## config.mk

```make
export PLATFORM = sky130hd
export DESIGN_NAME = dsc_end_eval
export DESIGN_NICKNAME = d
export VERILOG_FILES = /design/src/rtl/dsc_eval_pkg.sv /design/src/rtl/dsc_cond_unit.sv /design/src/rtl/dsc_ptr_unit.sv /design/src/rtl/dsc_irq_unit.sv /design/src/rtl/dsc_end_eval.sv
export SDC_FILE = /design/constraint.sdc
export NUM_CORES = 1
export LEC_CHECK = 0
export ABC_CLOCK_PERIOD_IN_PS = 2100
export BUFFER_PORTS_ARGS = -buffer_cell sky130_fd_sc_hd__buf_2
export CAP_MARGIN = 10
export CORE_ASPECT_RATIO = 0.5
export CORE_MARGIN = 2
export CORE_UTILIZATION = 28
export DETAILED_ROUTE_END_ITERATION = 7
export PLACE_DENSITY = 0.63
export SLEW_MARGIN = 20
export SYNTH_ARGS = -nofsm -noshare
export SYNTH_HDL_FRONTEND = slang
export SYNTH_SLANG_ARGS = --single-unit
```

## constraint.sdc

```tcl
create_clock -name clk -period 2.1 [get_ports clk]
set_input_delay 0.42 -clock clk [delete_from_list [all_inputs] [get_ports clk]]
set_output_delay 0.42 -clock clk [all_outputs]
set_load 0.02 [all_outputs]
```

## src/rtl/dsc_eval_pkg.sv

```systemverilog
package dsc_eval_pkg;

  typedef enum logic [1:0] {
    CM_NEVER  = 2'b00,
    CM_IFSET  = 2'b01,
    CM_IFCLR  = 2'b10,
    CM_ALWAYS = 2'b11
  } cond_mode_e;

  // Order follows the field positions: decision d uses cond_field[2d+1:2d].
  localparam int ACT_WAIT = 0;
  localparam int ACT_BR   = 1;
  localparam int ACT_IRQ  = 2;
  localparam int N_ACT    = 3;

  localparam int STAT_W   = 4;
  localparam int SEL_W    = 32;
  localparam int MASK_LSB = 16;
  localparam int VAL_LSB  = 0;

  function automatic logic sel_match(input logic [STAT_W-1:0] mask,
                                     input logic [STAT_W-1:0] val,
                                     input logic [STAT_W-1:0] stat);
    return (stat & mask) == (val & mask);
  endfunction

  function automatic logic mode_fire(input cond_mode_e m, input logic hit);
    logic f;
    case (m)
      CM_NEVER:  f = 1'b0;
      CM_IFSET:  f = hit;
      CM_IFCLR:  f = !hit;
      default:   f = 1'b1;
    endcase
    return f;
  endfunction

endpackage

```

## src/rtl/dsc_cond_unit.sv

```systemverilog
module dsc_cond_unit
  import dsc_eval_pkg::*;
(
  input  logic [1:0]        mode_bits,
  input  logic [STAT_W-1:0] mask,
  input  logic [STAT_W-1:0] val,
  input  logic [STAT_W-1:0] stat,
  output logic              hit,
  output logic              fire
);
  cond_mode_e mode;

  always_comb begin
    mode = cond_mode_e'(mode_bits);
    hit  = sel_match(mask, val, stat);
    fire = mode_fire(mode, hit);
  end
endmodule

```

## src/rtl/dsc_ptr_unit.sv

```systemverilog
module dsc_ptr_unit #(
  parameter int ADDR_W     = 32,
  parameter int DESC_BYTES = 16
) (
  input  logic              clk,
  input  logic              rst_n,
  input  logic              step_en,
  input  logic              take_en,
  input  logic              set_en,
  input  logic [ADDR_W-1:0] set_val,
  input  logic [ADDR_W-1:0] dep,
  output logic [ADDR_W-1:0] ptr,
  output logic              bt
);
  localparam int ALIGN_W = $clog2(DESC_BYTES);
  localparam logic [ADDR_W-1:0] STEP = ADDR_W'(DESC_BYTES);
  localparam logic [ADDR_W-1:0] ALIGN_MASK = ~ADDR_W'((1 << ALIGN_W) - 1);

  always_ff @(posedge clk) begin
    if (!rst_n) begin
      ptr <= '0;
      bt  <= 1'b0;
    end else if (take_en) begin
      ptr <= dep;
      bt  <= 1'b1;
    end else if (step_en) begin
      ptr <= ptr + STEP;
      bt  <= 1'b0;
    end else if (set_en) begin
      ptr <= set_val & ALIGN_MASK;
    end
  end
endmodule

```

## src/rtl/dsc_irq_unit.sv

```systemverilog
module dsc_irq_unit (
  input  logic clk,
  input  logic rst_n,
  input  logic raise,
  input  logic clr,
  output logic irq
);
  always_ff @(posedge clk) begin
    if (!rst_n)     irq <= 1'b0;
    else if (raise) irq <= 1'b1;
    else if (clr)   irq <= 1'b0;
  end
endmodule

```

## src/rtl/dsc_end_eval.sv

```systemverilog
module dsc_end_eval
  import dsc_eval_pkg::*;
#(
  parameter int ADDR_W     = 32,
  parameter int DESC_BYTES = 16
) (
  input  logic              clk,
  input  logic              rst_n,
  input  logic              end_valid,
  input  logic              word_op,
  input  logic [5:0]        cond_field,
  input  logic [3:0]        dev_status,
  input  logic [31:0]       irq_sel,
  input  logic [31:0]       branch_sel,
  input  logic [31:0]       wait_sel,
  input  logic [ADDR_W-1:0] dep_addr,
  input  logic              ptr_set,
  input  logic [ADDR_W-1:0] ptr_set_val,
  input  logic              irq_clr,
  output logic              res_valid,
  output logic              res_wait,
  output logic              res_branch,
  output logic [ADDR_W-1:0] cmd_ptr,
  output logic              branch_taken,
  output logic              irq
);
  logic [SEL_W-1:0] sel_arr [N_ACT];
  logic [N_ACT-1:0] act_hit;
  logic [N_ACT-1:0] act_fire;

  // Named internal events for the checker.
  logic ev_wait, ev_go, ev_take, ev_step, ev_raise, ev_set;

  assign sel_arr[ACT_WAIT] = wait_sel;
  assign sel_arr[ACT_BR]   = branch_sel;
  assign sel_arr[ACT_IRQ]  = irq_sel;

  for (genvar g = 0; g < N_ACT; g++) begin : g_cond
    dsc_cond_unit u_cond (
      .mode_bits (cond_field[2*g +: 2]),
      .mask      (sel_arr[g][MASK_LSB +: STAT_W]),
      .val       (sel_arr[g][VAL_LSB +: STAT_W]),
      .stat      (dev_status),
      .hit       (act_hit[g]),
      .fire      (act_fire[g])
    );
  end

  wire sel_spare_unused = ^{act_hit,
                            irq_sel[31:20], irq_sel[15:4],
                            branch_sel[31:20], branch_sel[15:4],
                            wait_sel[31:20], wait_sel[15:4]};

  always_comb begin
    ev_wait  = end_valid && act_fire[ACT_WAIT];
    ev_go    = end_valid && !act_fire[ACT_WAIT];
    ev_take  = ev_go && !word_op && act_fire[ACT_BR];
    ev_step  = ev_go && !ev_take;
    ev_raise = ev_go && act_fire[ACT_IRQ];
    ev_set   = ptr_set && !end_valid;
  end

  dsc_ptr_unit #(.ADDR_W(ADDR_W), .DESC_BYTES(DESC_BYTES)) u_ptr (
    .clk     (clk),
    .rst_n   (rst_n),
    .step_en (ev_step),
    .take_en (ev_take),
    .set_en  (ev_set),
    .set_val (ptr_set_val),
    .dep     (dep_addr),
    .ptr     (cmd_ptr),
    .bt      (branch_taken)
  );

  dsc_irq_unit u_irq (
    .clk   (clk),
    .rst_n (rst_n),
    .raise (ev_raise),
    .clr   (irq_clr),
    .irq   (irq)
  );

  always_ff @(posedge clk) begin
    if (!rst_n) begin
      res_valid  <= 1'b0;
      res_wait   <= 1'b0;
      res_branch <= 1'b0;
    end else begin
      res_valid  <= end_valid;
      res_wait   <= ev_wait;
      res_branch <= ev_take;
    end
  end
endmodule

```

======== Yosys cells after proc, flatten, opt, wreduce, memory -nomap -nowiden ========
Index checks and enable logic that the tools add are counted.
cells by class
  add/sub/neg operators ................... 1
  eq/ne operators ......................... 9
  multiplexer cells ....................... 10
  bitwise gates (word level) .............. 6
  reductions and logical operators ........ 20
operator list
  operator                                       count
  2-to-1 mux 32 bit                              3
  adder 32 x 5 -> 32 bit, second input constant  1
  AND 4 bit                                      6
  == test 4 bit                                  3
  one-hot mux 1 bit (3 select lines)             3
  logical AND 1 bit                              7
  logical NOT 1 bit                              7
  == test 2 x 1 -> 1 bit, second input constant  3
  == test 2 bit, second input constant           3
  logical NOT 2 bit                              3
  2-to-1 mux 1 bit                               4
  nonzero test 2 bit                             2
  nonzero test 3 bit                             1
storage, ports and cells
  bits in registers ....................... 37
  input port bits ......................... 176

======== Longest topological paths before layout ========
  word-level depth ........................ 12
  depth in mapped cells ................... 9

======== Modules after synthesis ========
From an unflattened synthesis, not the netlist that was laid out.
unflattened totals
  cells, all modules ...................... 360
  area total of the unflattened synthesis .. 2725.1 µm²
modules (own cells, without submodules)
  module         instances  cells an instance  area each (µm²)
  dsc_ptr_unit   1          325                2317.2
  dsc_cond_unit  3          7                  81.3
  dsc_end_eval   1          11                 122.6
  dsc_irq_unit   1          3                  41.3

======== Worst setup path after synthesis ========
Ideal clock, no wire load.
  kind .................................... input to register
  from .................................... input port dev_status[1]
  to ...................................... register u_ptr.ptr[31]
  setup time .............................. 123 ps
  arrival ................................. 1996 ps
  path slack .............................. -18 ps
  cell stages on the path ................. 8
  path through ............................ xor2_1 > a22o_1 > a221oi_4 > mux2i_2 > buf_6 > a21oi_1 > a221oi_1 > nor2_1
on the way
  word-level cells in the longest chain between the ends .. 12
  elaborated cells on any way between the ends .. 17
  classes of those cells .................. eq/ne (2); mux (4); bitwise (2); reduce/logical (9)
ends and longest elaborated chain
  element                             line                text
  start, declared                     dsc_end_eval.sv:12  input logic [3:0] dev_status,
  AND 4 bit                           dsc_eval_pkg.sv:24  return (stat & mask) == (val & mask);
  == test 4 bit                       dsc_eval_pkg.sv:24
  logical NOT 1 bit                   dsc_eval_pkg.sv:32  CM_IFCLR: f = !hit;
  one-hot mux 1 bit (3 select lines)  dsc_eval_pkg.sv:29  case (m)
  logical NOT 1 bit                   dsc_end_eval.sv:56  ev_go = end_valid && !act_fire[ACT_WAIT];
  logical AND 1 bit                   dsc_end_eval.sv:56
  logical AND 1 bit (2 in series)     dsc_end_eval.sv:57  ev_take = ev_go && !word_op && act_fire[ACT_BR];
  logical NOT 1 bit                   dsc_end_eval.sv:58  ev_step = ev_go && !ev_take;
  logical AND 1 bit                   dsc_end_eval.sv:58
  2-to-1 mux 32 bit                   dsc_ptr_unit.sv:26  end else if (step_en) begin
  2-to-1 mux 32 bit                   dsc_ptr_unit.sv:23  end else if (take_en) begin
  end signal, assigned                dsc_ptr_unit.sv:24  ptr <= dep;
  end signal, assigned                dsc_ptr_unit.sv:27  ptr <= ptr + STEP;
  end signal, assigned                dsc_ptr_unit.sv:30  ptr <= set_val & ALIGN_MASK;
  end, declared                       dsc_ptr_unit.sv:12  output logic [ADDR_W-1:0] ptr,
Parallel ways exist; a longest one is shown, timed or not.
A chain may end at the register's enable or synchronous reset.

======== Final worst setup path ========
  from .................................... input port dev_status[1]
  to ...................................... register u_ptr.ptr[19]
The elaborated chain is that of the path after synthesis.

==> summary.txt <==
Gpl congestion -> 0.857
Critical Path End -> u_ptr.ptr[19]$_SDFFE_PN0P_
Crit. Startpoint -> dev_status[1]
# diodes -> 0
Maximum fanout along the worst path -> 13
FF+latch count, synth -> 37
Mapped Cells -> 355
Max Slew Vio Count -> 0
Setup crit start kind -> input port
Layout Cells excl Fill -> 639
Final Hold Viols -> 0
Number of buffers added on ports -> 136
ANT nets after route -> 0
CORE AREA -> 9350 um2
Dpl cells -> 631
CTS Buf Count -> 5
Antenna violations before repair -> 0
Reg2Reg Capture Point -> u_ptr.ptr[27]$_SDFFE_PN0P_
FF-to-FF Start -> u_ptr.ptr[8]$_SDFFE_PN0P_
Die area -> 10,400 um2
Via density -> 4.87
CTS tree -> yes
Global routing usage summed across all routing layers -> 0.177
Slew headroom -> 0.694
Data required, critical path -> 2.33 ns
Clock skew -> 0.00358 ns
Pre-CTS setup slack -> -0.292 ns
P_leak -> 1.91 nW
Crit path DAT -> 2.27 ns
Slowest Stage Delay on Critical Path -> 0.37 ns
R2r setup slk -> 0.18 ns
Residual DRC count -> 0
Worst setup path class -> in2reg
Post-layout power -> 2.40 mW
Worst path cell trace -> buf_2 -> xor2_1 -> a22o_1 -> a221oi_4 -> buf_6 -> mux2i_4 -> buf_4 -> a21oi_2 -> o32ai_2 -> o211a_1
Post-Route WL -> 9.13 mm
Io pins -> 213
Drt wl/cell -> 14.3 um
Total gr overflow -> 0
FFs w/ async S/R, synth -> 0
Max Clk Rate -> 0.489 GHz
Chip width -> 142 um
Netlist Area Pre-Place -> 2670 um2
Nets@finish -> 695
Register area share after synthesis -> 0.278
Tcrit/Tclk final -> 0.974
Status -> finished, final reports clean
Setup ws final -> 0.0548 ns
H-tree levels -> 2
CP max stage cell -> mux2i_4
Worst-Margin Slew -> 0.459 ns
Initial core utilization -> 0.285
Share of post-route cells with drive strength above 1 -> 0.390
Period minus WS final -> 2.05 ns
Worst-path clk slew -> 0.06 ns
First-pass GRT wire length -> 14.6 mm
Die Y -> 73.0 um
Drt pass-1 iters -> 4
Vias in the first global route -> 3,062
Row count -> 25
Syn_nets -> 532
CTS Buffer Depth -> 2
Hold Buf Count CTS -> 0
Hold Crit Class -> in2reg
Drt initial violations -> 147
Fin util -> 0.420
Pwr per Cell Area -> 612 nW/um2
Synth cell types -> 54
Final HPWL DP -> 7.15 mm
CP endpoint kind -> flop
Endpoints failing setup -> 0
Avg Cell Area, Syn -> 7.51 um2
Synth Warn # -> 0
Root Buffer -> clkbuf_16
Clock sinks -> 37
RSZ-0062 raised after global routing -> yes
R2R cell count -> 8
DR vias -> 3,113
VDD IR-drop max -> 0.284 mV
Max cap viols -> 0
EDFF count, synth -> 0
Ys flop type -> dfxtp_1
Clk Latency, worst-skew pair -> 0.28 ns
Area Overhead vs Synth -> 47.3%
Largest net degree at the start of global routing -> 22
-- report_power, final --
| group | internal, mW | leakage, nW | switching [mW] |
|---|---|---|---|
| registers | 0.769 | 0.305 | 0.0650 |
| clock network | 0.467 | 0.0700 | 0.291 |
| logic | 0.385 | 1.53 | 0.426 |
-- layer usage --
layer | track usage | part of all wire | vias to the layer above
li1 | - | - | 1597
met2 | 0.312 | 0.48 | 62
met3 | 0.0361 | 0.040 | 8
met5 | 0 | 0 | -
met4 | 0.0444 | 0.011 | 0
met1 | 0.225 | 0.47 | 1446
-- synth_stat cells (2+ instances only) --
library cell,count,area share
o211a_1,5,0.019
a22oi_1,3,0.0085
o311a_1,3,0.011
nor3_1,8,0.015
nand2b_1,2,0.0047
o211ai_1,14,0.039
o21ai_0,7,0.013
xnor2_1,7,0.023
nand4_1,8,0.019
nor2_1,17,0.024
and4_1,5,0.016
inv_1,6,0.0085
a221oi_1,3,0.0099
buf_1,2,0.0028
dfxtp_1,37,0.28
and2_1,7,0.016
a22o_1,2,0.0066
a21oi_1,9,0.017
nand2_1,66,0.093
xor2_1,24,0.079
a211oi_1,2,0.0056
nand3_1,35,0.066
clkbuf_1,15,0.021
nor2b_1,4,0.0094
buf_2,7,0.013
mux2i_1,5,0.019
o22ai_1,3,0.0070
and3_1,19,0.045
a21boi_0,5,0.014
-- kinds of logic (layout without fill, tap and decap cells) --
| kind of cell | Yosys count | count (layout) | share of synthesized area |
|---|---|---|---|
| flops | 37 | 37 | 0.278 |
| fa+ha+maj | 1 | 1 | 0.00469 |
| xor+xnor | 31 | 31 | 0.102 |
| buf+inv | 32 | 195 | 0.0526 |
| compound gates | 68 | 68 | 0.200 |
| simple gates | 178 | 178 | 0.329 |
| mux | 8 | 8 | 0.0338 |
-- sequential cells by signal, summed over array words and instances (netlist names) --
name / cells
u_ptr.ptr: 32
res_branch: 1
res_valid: 1
res_wait: 1
u_irq.irq: 1
u_ptr.bt: 1
-- layout by cell type, fill, tap and decap left out, types with 2 or more instances in the layout --
cell / instances
buf_2: 136
nand2_1: 66
buf_4: 42
dfxtp_1: 37
nand3_1: 35
xor2_1: 24
and3_1: 19
nor2_1: 16
o211ai_1: 14
a21oi_1: 9
nand4_1: 8
nor3_1: 8
and2_1: 7
xnor2_1: 7
o21ai_0: 7
inv_1: 6
mux2i_1: 5
and4_1: 5
o211a_1: 5
clkbuf_16: 5
a21boi_1: 4
nor2b_1: 3
a221oi_1: 3
o22ai_1: 3
o311a_1: 3
buf_6: 3
a22o_1: 2
a22oi_1: 2
nand2b_1: 2
a211oi_1: 2
-- worst max-delay path: cells and delay by family --
kind            cells  cell delay (ns)
buf+inv             3             0.55
xor+xnor            1             0.15
compound gates      5             0.78
mux                 1             0.37
-- layout make-up --
type                       instances  area [um2]
fill                             967        5430
timing repair buffer             182        1050
inverter                           6        22.5
sequential                        37         741
tap                              121         151
clock buffer                       7         143
multi-input combinational        286        1820
-- how the worst min path moves through the flow --
| stage | from | endpoint | slack, ns | depth (start not counted) |
|---|---|---|---|---|
| floorplan | u_ptr.bt$_SDFFE_PN0P_ | u_ptr.bt$_SDFFE_PN0P_ | 0.54 | 2 |
| global placement | u_ptr.bt$_SDFFE_PN0P_ | u_ptr.bt$_SDFFE_PN0P_ | 0.45 | 2 |
| detailed placement | u_ptr.bt$_SDFFE_PN0P_ | u_ptr.bt$_SDFFE_PN0P_ | 0.46 | 2 |
| CTS | dep_addr[0] | u_ptr.ptr[0]$_SDFFE_PN0P_ | 0.39 | 3 |
| global route | cond_field[1] | res_wait$_SDFF_PN0_ | 0.42 | 3 |
| finish | dep_addr[3] | u_ptr.ptr[3]$_SDFFE_PN0P_ | 0.39 | 3 |
-- per-stage QoR --
stage                     setup TNS [ns]  hold WS [ns]  area, um2
after floorplan                  -0.0114         0.539       2670
after global placement             -7.41         0.452       3740
after detailed placement           -7.77         0.461       3740
after CTS                              0         0.394       3890
after global routing              -0.209         0.419       3930
final                                  0         0.393       3930
-- repair_timing --
action                                  4_1_cts  5_1_grt
endpoints found under the setup margin        2       25
gates resized for setup                       2        9
pin swaps                                     0        6
setup buffers                                 0        1
Note: power is estimated with default switching activity, not from simulation.
